--- src/rtl/irq_pend_pkg.sv ---
package irq_pend_pkg;
   localparam int LANE_W    = 8;
   localparam int MAX_LANES = 4;

   function automatic int flag_bit_pos(input int lane);
      return lane * LANE_W;
   endfunction

   function automatic int source_id(input int lane, input int reg_idx, input int num_regs);
      return lane * num_regs + reg_idx;
   endfunction
endpackage

--- src/rtl/irq_flag_cell.sv ---
module irq_flag_cell (
   input  logic clk,
   input  logic rst_n,
   input  logic hw_set,
   input  logic sw_we,
   input  logic sw_val,
   output logic flag
);
   always_ff @(posedge clk or negedge rst_n) begin
      if (!rst_n)      flag <= 1'b0;
      else if (hw_set) flag <= 1'b1;
      else if (sw_we)  flag <= sw_val;
   end

   // a hardware pulse always leaves the flag set
   p_set_wins_r6: assert property (@(posedge clk) disable iff (!rst_n)
      hw_set |=> flag);

   // a software write without a competing request loads the bit
   p_sw_load_r4: assert property (@(posedge clk) disable iff (!rst_n)
      (sw_we && !hw_set) |=> (flag == $past(sw_val)));

   // with no request and no write the flag is sticky
   p_sticky_r3: assert property (@(posedge clk) disable iff (!rst_n)
      (!sw_we && !hw_set) |=> $stable(flag));
endmodule

--- src/rtl/irq_wr_decode.sv ---
module irq_wr_decode #(
   parameter int NUM_REGS  = 32,
   parameter int NUM_LANES = 3,
   parameter int DATA_W    = 32,
   parameter int ADDR_W    = 7
) (
   input  logic                          clk,
   input  logic                          rst_n,
   input  logic                          wr_en,
   input  logic [ADDR_W-1:0]             addr,
   input  logic [DATA_W-1:0]             wdata,
   input  logic [DATA_W/8-1:0]           be,
   output logic [NUM_LANES*NUM_REGS-1:0] we_src,
   output logic [NUM_LANES*NUM_REGS-1:0] wval_src
);
   import irq_pend_pkg::*;
   localparam int IDX_W = $clog2(NUM_REGS);

   logic [IDX_W-1:0]    reg_idx;
   logic [NUM_REGS-1:0] reg_sel;
   logic                unused_dec;

   assign reg_idx    = addr[ADDR_W-1:2];
   assign unused_dec = ^{wdata, be, addr[1:0]};

   for (genvar m = 0; m < NUM_REGS; m++) begin : g_sel
      assign reg_sel[m] = wr_en && (reg_idx == IDX_W'(m));
   end

   for (genvar b = 0; b < NUM_LANES; b++) begin : g_lane
      for (genvar m = 0; m < NUM_REGS; m++) begin : g_reg
         localparam int SRC = source_id(b, m, NUM_REGS);
         assign we_src[SRC]   = reg_sel[m] & be[b];
         assign wval_src[SRC] = wdata[flag_bit_pos(b)];
      end
   end

   // at most one register is selected per write
   p_one_reg_r10: assert property (@(posedge clk) disable iff (!rst_n)
      $onehot0(reg_sel));
   // no select without a write strobe
   p_no_sel_idle_r10: assert property (@(posedge clk) disable iff (!rst_n)
      !wr_en |-> (reg_sel == '0));
endmodule

--- src/rtl/irq_rd_mux.sv ---
module irq_rd_mux #(
   parameter int NUM_REGS  = 32,
   parameter int NUM_LANES = 3,
   parameter int DATA_W    = 32,
   parameter int ADDR_W    = 7,
   parameter bit RD_REG    = 1'b1
) (
   input  logic                          clk,
   input  logic                          rst_n,
   input  logic                          rd_en,
   input  logic [ADDR_W-1:0]             addr,
   input  logic [NUM_LANES*NUM_REGS-1:0] flags,
   output logic [DATA_W-1:0]             rdata
);
   import irq_pend_pkg::*;
   localparam int IDX_W = $clog2(NUM_REGS);

   logic [IDX_W-1:0]  reg_idx;
   logic [DATA_W-1:0] word;
   logic [DATA_W-1:0] rsvd_mask;

   assign reg_idx = addr[ADDR_W-1:2];

   always_comb begin
      word      = '0;
      rsvd_mask = '1;
      for (int b = 0; b < NUM_LANES; b++) begin
         word[flag_bit_pos(b)]      = flags[b*NUM_REGS + int'(reg_idx)];
         rsvd_mask[flag_bit_pos(b)] = 1'b0;
      end
   end

   if (RD_REG) begin : g_reg_rd
      always_ff @(posedge clk or negedge rst_n) begin
         if (!rst_n)     rdata <= '0;
         else if (rd_en) rdata <= word;
      end
      // read data holds between reads
      p_rd_hold_r8: assert property (@(posedge clk) disable iff (!rst_n)
         !rd_en |=> $stable(rdata));
   end else begin : g_comb_rd
      logic unused_rd;
      assign unused_rd = rd_en;
      assign rdata     = word;
   end

   // reserved positions never read as 1
   p_rsvd_zero_r7: assert property (@(posedge clk) disable iff (!rst_n)
      (rdata & rsvd_mask) == '0);
endmodule

--- src/rtl/irq_pend_bank.sv ---
module irq_pend_bank #(
   parameter int NUM_REGS  = 32,
   parameter int NUM_LANES = 3,
   parameter int DATA_W    = 32,
   parameter int ADDR_W    = 7,
   parameter int NUM_SRC   = 96,
   parameter bit RD_REG    = 1'b1
) (
   input  logic                clk,
   input  logic                rst_n,
   input  logic [NUM_SRC-1:0]  hw_req,
   input  logic                wr_en,
   input  logic                rd_en,
   input  logic [ADDR_W-1:0]   addr,
   input  logic [DATA_W-1:0]   wdata,
   input  logic [DATA_W/8-1:0] be,
   output logic [DATA_W-1:0]   rdata,
   output logic [NUM_SRC-1:0]  pending
);
   import irq_pend_pkg::*;
   localparam int IDX_W = $clog2(NUM_REGS);

   if (NUM_SRC != NUM_LANES * NUM_REGS) begin : g_chk_src
      $error("NUM_SRC must equal NUM_LANES*NUM_REGS");
   end
   if (NUM_LANES < 1 || NUM_LANES > MAX_LANES || NUM_LANES * LANE_W > DATA_W) begin : g_chk_lane
      $error("NUM_LANES does not fit the data word");
   end
   if (DATA_W != 32) begin : g_chk_data
      $error("DATA_W must be 32");
   end
   if (ADDR_W != IDX_W + 2 || (1 << IDX_W) != NUM_REGS) begin : g_chk_addr
      $error("ADDR_W must be clog2(NUM_REGS)+2 with NUM_REGS a power of two");
   end

   logic [NUM_SRC-1:0] we_src;
   logic [NUM_SRC-1:0] wval_src;
   logic [NUM_SRC-1:0] flags;

   irq_wr_decode #(
      .NUM_REGS (NUM_REGS),
      .NUM_LANES(NUM_LANES),
      .DATA_W   (DATA_W),
      .ADDR_W   (ADDR_W)
   ) u_dec (
      .clk     (clk),
      .rst_n   (rst_n),
      .wr_en   (wr_en),
      .addr    (addr),
      .wdata   (wdata),
      .be      (be),
      .we_src  (we_src),
      .wval_src(wval_src)
   );

   for (genvar s = 0; s < NUM_SRC; s++) begin : g_flag
      irq_flag_cell u_cell (
         .clk   (clk),
         .rst_n (rst_n),
         .hw_set(hw_req[s]),
         .sw_we (we_src[s]),
         .sw_val(wval_src[s]),
         .flag  (flags[s])
      );
   end

   irq_rd_mux #(
      .NUM_REGS (NUM_REGS),
      .NUM_LANES(NUM_LANES),
      .DATA_W   (DATA_W),
      .ADDR_W   (ADDR_W),
      .RD_REG   (RD_REG)
   ) u_rd (
      .clk  (clk),
      .rst_n(rst_n),
      .rd_en(rd_en),
      .addr (addr),
      .flags(flags),
      .rdata(rdata)
   );

   assign pending = flags;

   // reset leaves nothing pending
   p_reset_clear_r1: assert property (@(posedge clk)
      !rst_n |=> (pending == '0));

   // any hardware pulse shows up on the pending vector next cycle
   p_req_visible_r2: assert property (@(posedge clk) disable iff (!rst_n)
      (hw_req != '0) |=> ((pending & $past(hw_req)) == $past(hw_req)));

   if (RD_REG) begin : g_rd_chk
      // lane 0 of the read word follows the pre-edge flag of the addressed source
      p_rd_lane0_r8: assert property (@(posedge clk) disable iff (!rst_n)
         rd_en |=> (rdata[0] == $past(flags[addr[ADDR_W-1:2]])));
   end
endmodule

--- config.mk ---
export PLATFORM = sky130hd
export DESIGN_NAME = irq_pend_bank
export DESIGN_NICKNAME = d
export VERILOG_FILES = /design/src/rtl/irq_pend_pkg.sv /design/src/rtl/irq_flag_cell.sv /design/src/rtl/irq_wr_decode.sv /design/src/rtl/irq_rd_mux.sv /design/src/rtl/irq_pend_bank.sv
export SDC_FILE = /design/constraint.sdc
export NUM_CORES = 1
export LEC_CHECK = 0
export ABC_AREA = 1
export CORE_ASPECT_RATIO = 1.4
export CORE_MARGIN = 3
export CORE_UTILIZATION = 47
export DETAILED_ROUTE_END_ITERATION = 8
export PLACE_DENSITY_LB_ADDON = 0.1
export SETUP_SLACK_MARGIN = 0.5
export SLEW_MARGIN = 30
export SYNTH_ARGS = -nofsm -noshare
export SYNTH_HDL_FRONTEND = slang
export SYNTH_SLANG_ARGS = --single-unit
--- constraint.sdc ---
create_clock -name clk -period 3.1 [get_ports clk]
set_input_delay 0.62 -clock clk [delete_from_list [all_inputs] [get_ports clk]]
set_output_delay 0.62 -clock clk [all_outputs]
set_load 0.01 [all_outputs]
# Word-level counts from Yosys, hierarchy flattened

Index checks and enable logic that the tools add are counted.
W data, S select, Z words.

Flip-flop bits (word level): 99
Word-level logic and storage cells: 558

$lt $le $gt $ge: 3
Eq/ne operators: 31
Reductions and logical operators: 129
Bitwise gates (word level): 96
Muxes and demuxes: 200
Add/subtract/negate cells: 2

Operator list:

| operator              | number |
|---|---|
| $mux W1               | 197 |
| $reduce_bool A2 Y1    | 96 |
| $and A1 B1 Y1         | 96 |
| $eq A5 B5 Y1 const B  | 16 |
| $lt A32 B9 Y1 const B | 2 |
| $eq A5 B4 Y1 const B  | 8 |
| $logic_and A1 B1 Y1   | 32 |
| $eq A5 B3 Y1 const B  | 4 |
| $bmux W1 S7           | 2 |
| $eq A5 B2 Y1 const B  | 2 |
| $add A7 B5 Y8 const A | 1 |
| $lt A5 B8 Y1 const B  | 1 |
| $add A6 B5 Y7 const A | 1 |
| $bmux W1 S5           | 1 |
| $eq A5 B1 Y1 const B  | 1 |
| $logic_not A5 Y1      | 1 |

# Longest topological paths before layout

Depth after elaboration: 5
Mapped depth: 13
Gate-level depth less buffers: 11

# Hierarchy

A second synthesis with hierarchy kept.

Cell total of the unflattened synthesis: 1,096
Area, all modules: 7,756.2 µm²

By module, submodules not included:

| module        | cells each | sequential area each (µm²) | instances | area an instance (µm²) |
|---|---|---|---|---|
| irq_flag_cell | 6          | 25.0                       | 96        | 52.6 |
| irq_wr_decode | 257        | 0.0                        | 1         | 1,421.4 |
| irq_rd_mux    | 263        | 75.1                       | 1         | 1,290.0 |

# Worst setup path before layout

Ideal clock, no wire load.

Kind: input port to flip-flop
Start: input port addr[2]
End: register g_flag[32].u_cell.flag
Cell stages on the path: 9
Data arrival time: 1,528 ps
Setup slack: 1,449 ps
Setup time: 123 ps
Required time: 2,977 ps
Path through: buf_6 > nor2_4 > inv_2 > nor2_1 > inv_2 > nor2_2 > inv_1 > o21ai_1 > nand2_1

Cells in the longest elaborated chain, start to end: 4

Ends and longest elaborated chain:

| element                             | line                | source |
|---|---|---|
| from (decl)                         | irq_pend_bank.sv:14 | `input logic [ADDR_W-1:0] addr,` |
| $logic_not A5 Y1                    | irq_wr_decode.sv:27 | `assign reg_sel[m] = wr_en && (reg_idx == IDX_W'(m));` |
| $logic_and A1 B1 Y1                 | irq_wr_decode.sv:27 |  |
| $and A1 B1 Y1                       | irq_wr_decode.sv:33 | `assign we_src[SRC] = reg_sel[m] & be[b];` |
| $reduce_bool A2 Y1 (no source line) | n/a                 |  |
| to (signal assigned)                | irq_flag_cell.sv:12 | `else if (sw_we) flag <= sw_val;` |
| to (decl)                           | irq_flag_cell.sv:7  | `output logic flag` |

Every way passes these cells.
A chain may end at the register's enable or synchronous reset.

# Final worst setup path

Start: input port addr[3]
End: register g_flag[64].u_cell.flag

Cells in the longest elaborated chain, start to end: 4

Ends and longest elaborated chain:

| element                             | line |
|---|---|
| $logic_not A5 Y1                    | irq_wr_decode.sv:27 |
| $logic_and A1 B1 Y1                 | irq_wr_decode.sv:27 |
| $and A1 B1 Y1                       | irq_wr_decode.sv:33 |
| $reduce_bool A2 Y1 (no source line) | n/a |
| to (signal assigned)                | irq_flag_cell.sv:12 |
| to (decl)                           | irq_flag_cell.sv:7 |

Every way passes these cells.

==> results.md <==
* Multi-input gate area at about 2900 sq um
* Crit path DAT at roughly 2.6 ns
* GRT Residual Overflow at 0
* Worst reg2reg setup slack at roughly 1.9 ns
* Global-route wire length before repair at between 30 and 40 mm
* Number of global-route vias before repair at between 6000 and 7000
* Post-route clock period utilization at 0.760
* Routed vias/inst at 5.09
* CTS sink cnt at 99
* Post-route clock skew at approximately 0.0059 ns
* Worst-margin pin slew at about 0.7 ns
* DRC at 0
* FP Rows at 50
* Synth warn at 0
* R2R Path Start: g_flag[13].u_cell.flag
* Pwr/cell area at approximately 370 nW/um^2
* CTS clk-pin slew, worst paths at roughly 0.070 ns
* Total number of vias at around 6300
* Pre-antenna DRT Iters at 5
* Delay-heaviest family, CP: buffers and inverters
* DR iter-0 viols at between 300 and 400
* WL/cell at between 15 and 20 um
* Worst-case clock buffer depth at 2
* FMAX at 0.424 GHz
* Full die area at 15300 sq um
* CP Max Fanout at 8
* Critical path, cell by cell: clkdlybuf4s50_1 > buf_4 > nor2_4 > inv_2 > nor2_1 > inv_2 > nor2_2 > inv_1 > o21ai_1 > nand2_1
* Startpoint Class: input pin
* Worst skew pair latency at between 0.3 and 0.4 ns
* Die width at 106 um
* Outcome: finished clean
* Final Max Tran Viols at 0
* Post-Synthesis Cells at between 900 and 1000
* Peak supply drop at about 210 uV
* CP Launch Point: addr[3]
* Max-Cap Viols at 0
* Setup Buffers After CTS at 0
* Endpoints failing hold at 0
* Post-layout nets at around 1200
* Layout cell share with drive strength beyond 1 at 0.0433
* # IOs at between 200 and 300
* WP buf/inv at 5
* # diodes at 0
* Initial Util at 0.485
* Hpwl dp at ~16 mm
* Area grow syn2layout at 27.4%
* Slowest stage delay, CP at around 0.57 ns
* Final wirelength at between 20 and 25 mm
* TritonCTS clock tree: done
* Stages on worst setup path at 10
* Netlist cell types at 20
* PostCTS Resize Cnt at 0
* Post-synthesis sequential area ratio at 0.380
* Die H at around 150 um
* Hold Buf Count CTS at 0
* RSZ-0062 raised after global routing: no
* Tot GR Track Use at 0.269
* Setup crit end: g_flag[64].u_cell.flag
* R2R cell count at 10
* Yosys reg bits at roughly 100
* Core ar. at 13500 sq um
* Reg area at roughly 2500 sq um
* Antenna violations before repair at 0
* Setup violations, final at 0
* Crit Reg-Reg Endpoint: u_rd.rdata[0]
* CP Class: input pin to flip-flop
* Final ANT Viol Nets at 0
* H-Tree Depth at 3
* Placed Area at between 7000 and 8000 sq um
* CTS Buf Count at 9
* CP required at 3.32 ns
* Leakage at about 3.6 nW
* Slowest library cell on the worst path: clkdlybuf4s50_1
* Final Wtd Congestion at 0.860
* Fill count at 1297
* Mapped Area at ~6500 sq um
* IO buf count at approximately 210
* Post-Syn Area per Cell at around 6.8 sq um
* Largest net degree at the start of global routing at about 50
* Final min period at roughly 2.4 ns
* Final instance area at just over 8000 sq um
* Slew headroom at 0.533
* Crit path capture type: flip-flop
* Final setup TNS at 0 ns
* Crit path top cell by count: inv_2
* Worst Hold Class: input pin to asynchronous set/reset pin
* Clock root buffer master: clkbuf_16
registers in the layout (all words and copies together) (netlist names):
name                cells
g_flag.u_cell.flag     96
u_rd.rdata              3
worst register-to-register path, stage by stage (launching register included):
cell and delay [ns]:
dfrtp_1 0.40, nand2_1 0.08, nand2_1 0.06, nand2_1 0.05
nand2_1 0.05, nand2_1 0.08, nand2_1 0.07, nor2_1 0.12
nand2_1 0.07, nand3_1 0.08, nand2_1 0.05
area by class of cell:
| type | count | area share |
|---|---|---|
| Clock inverter | 4 | 0.00904 |
| Clock buffer | 11 | 0.0292 |
| Multi-Input combinational cell | 687 | 0.349 |
| Timing Repair Buffer | 225 | 0.270 |
| Tap cell | 182 | 0.0274 |
| Sequential cell | 99 | 0.298 |
| Inverter | 36 | 0.0163 |
through the flow:
step	util	setup WS, ns	instances	hold slack, ns	power [mW]
4_1_cts	0.618	0.797	1244	0.332	3.09
5_1_grt	0.618	0.602	1244	0.348	3.19
3_3_place_gp	0.594	0.439	1229	0.466	1.87
2_1_floorplan	-	1.45	985	0.324	1.62
3_5_place_dp	0.594	0.435	1229	0.480	1.88
6_report	0.618	0.744	1244	0.300	3.07
synthesized netlist by cell type, drive strengths merged:
cell    count  share of area
a31oi      14          0.013
a21oi      90          0.069
o21ai     100          0.077
nand3       9         0.0069
nor2      135          0.083
dfrtp      99           0.38
clkbuf     19          0.011
conb        1        0.00057
inv        35          0.020
buf       144           0.16
nand2     310           0.18
clkinv      1        0.00057
metal layers:
layer  GRT usage  share of wire  up-vias
li1            -              -     3100
met1       0.346           0.40     2911
met4      0.0933          0.028        0
met5           0              0        -
met3      0.0431          0.071       38
met2       0.459           0.50      280
worst min path at each step:
stage                                   endpoint  slack (ns)  depth (start not counted)
final                     g_flag[62].u_cell.flag        0.30                          1
after global routing      g_flag[62].u_cell.flag        0.35                          1
after CTS                 g_flag[62].u_cell.flag        0.33                          1
after detailed placement          u_rd.rdata[16]        0.48                          2
after global placement             u_rd.rdata[0]        0.47                          2
after floorplan            g_flag[0].u_cell.flag        0.32                          0
report_power, final:
part	leakage (nW)	internal (mW)	switching, mW
Clock	0.148	0.726	0.494
Sequential	0.881	1.31	0.0108
Combinational	2.55	0.234	0.303
Total	3.58	2.27	0.808
cells in the final DEF, fill, tap and decap left out, types with 14 or more instances in the layout:
master	n
clkdlybuf4s50_1	208
buf_4	14
dfrtp_1	99
a31oi_1	14
a21oi_1	90
inv_1	28
nor2_1	128
conb_1	29
o21ai_0	93
nand2_1	309
cell families after synthesis:
family,Yosys count,synth area share
other,1,0.000575
AOI/OAI and AO/OA,204,0.159
buffers and inverters,199,0.191
and+or+nand+nor,454,0.269
DFF,99,0.380
No activity file was read; power rests on OpenSTA's default activity.
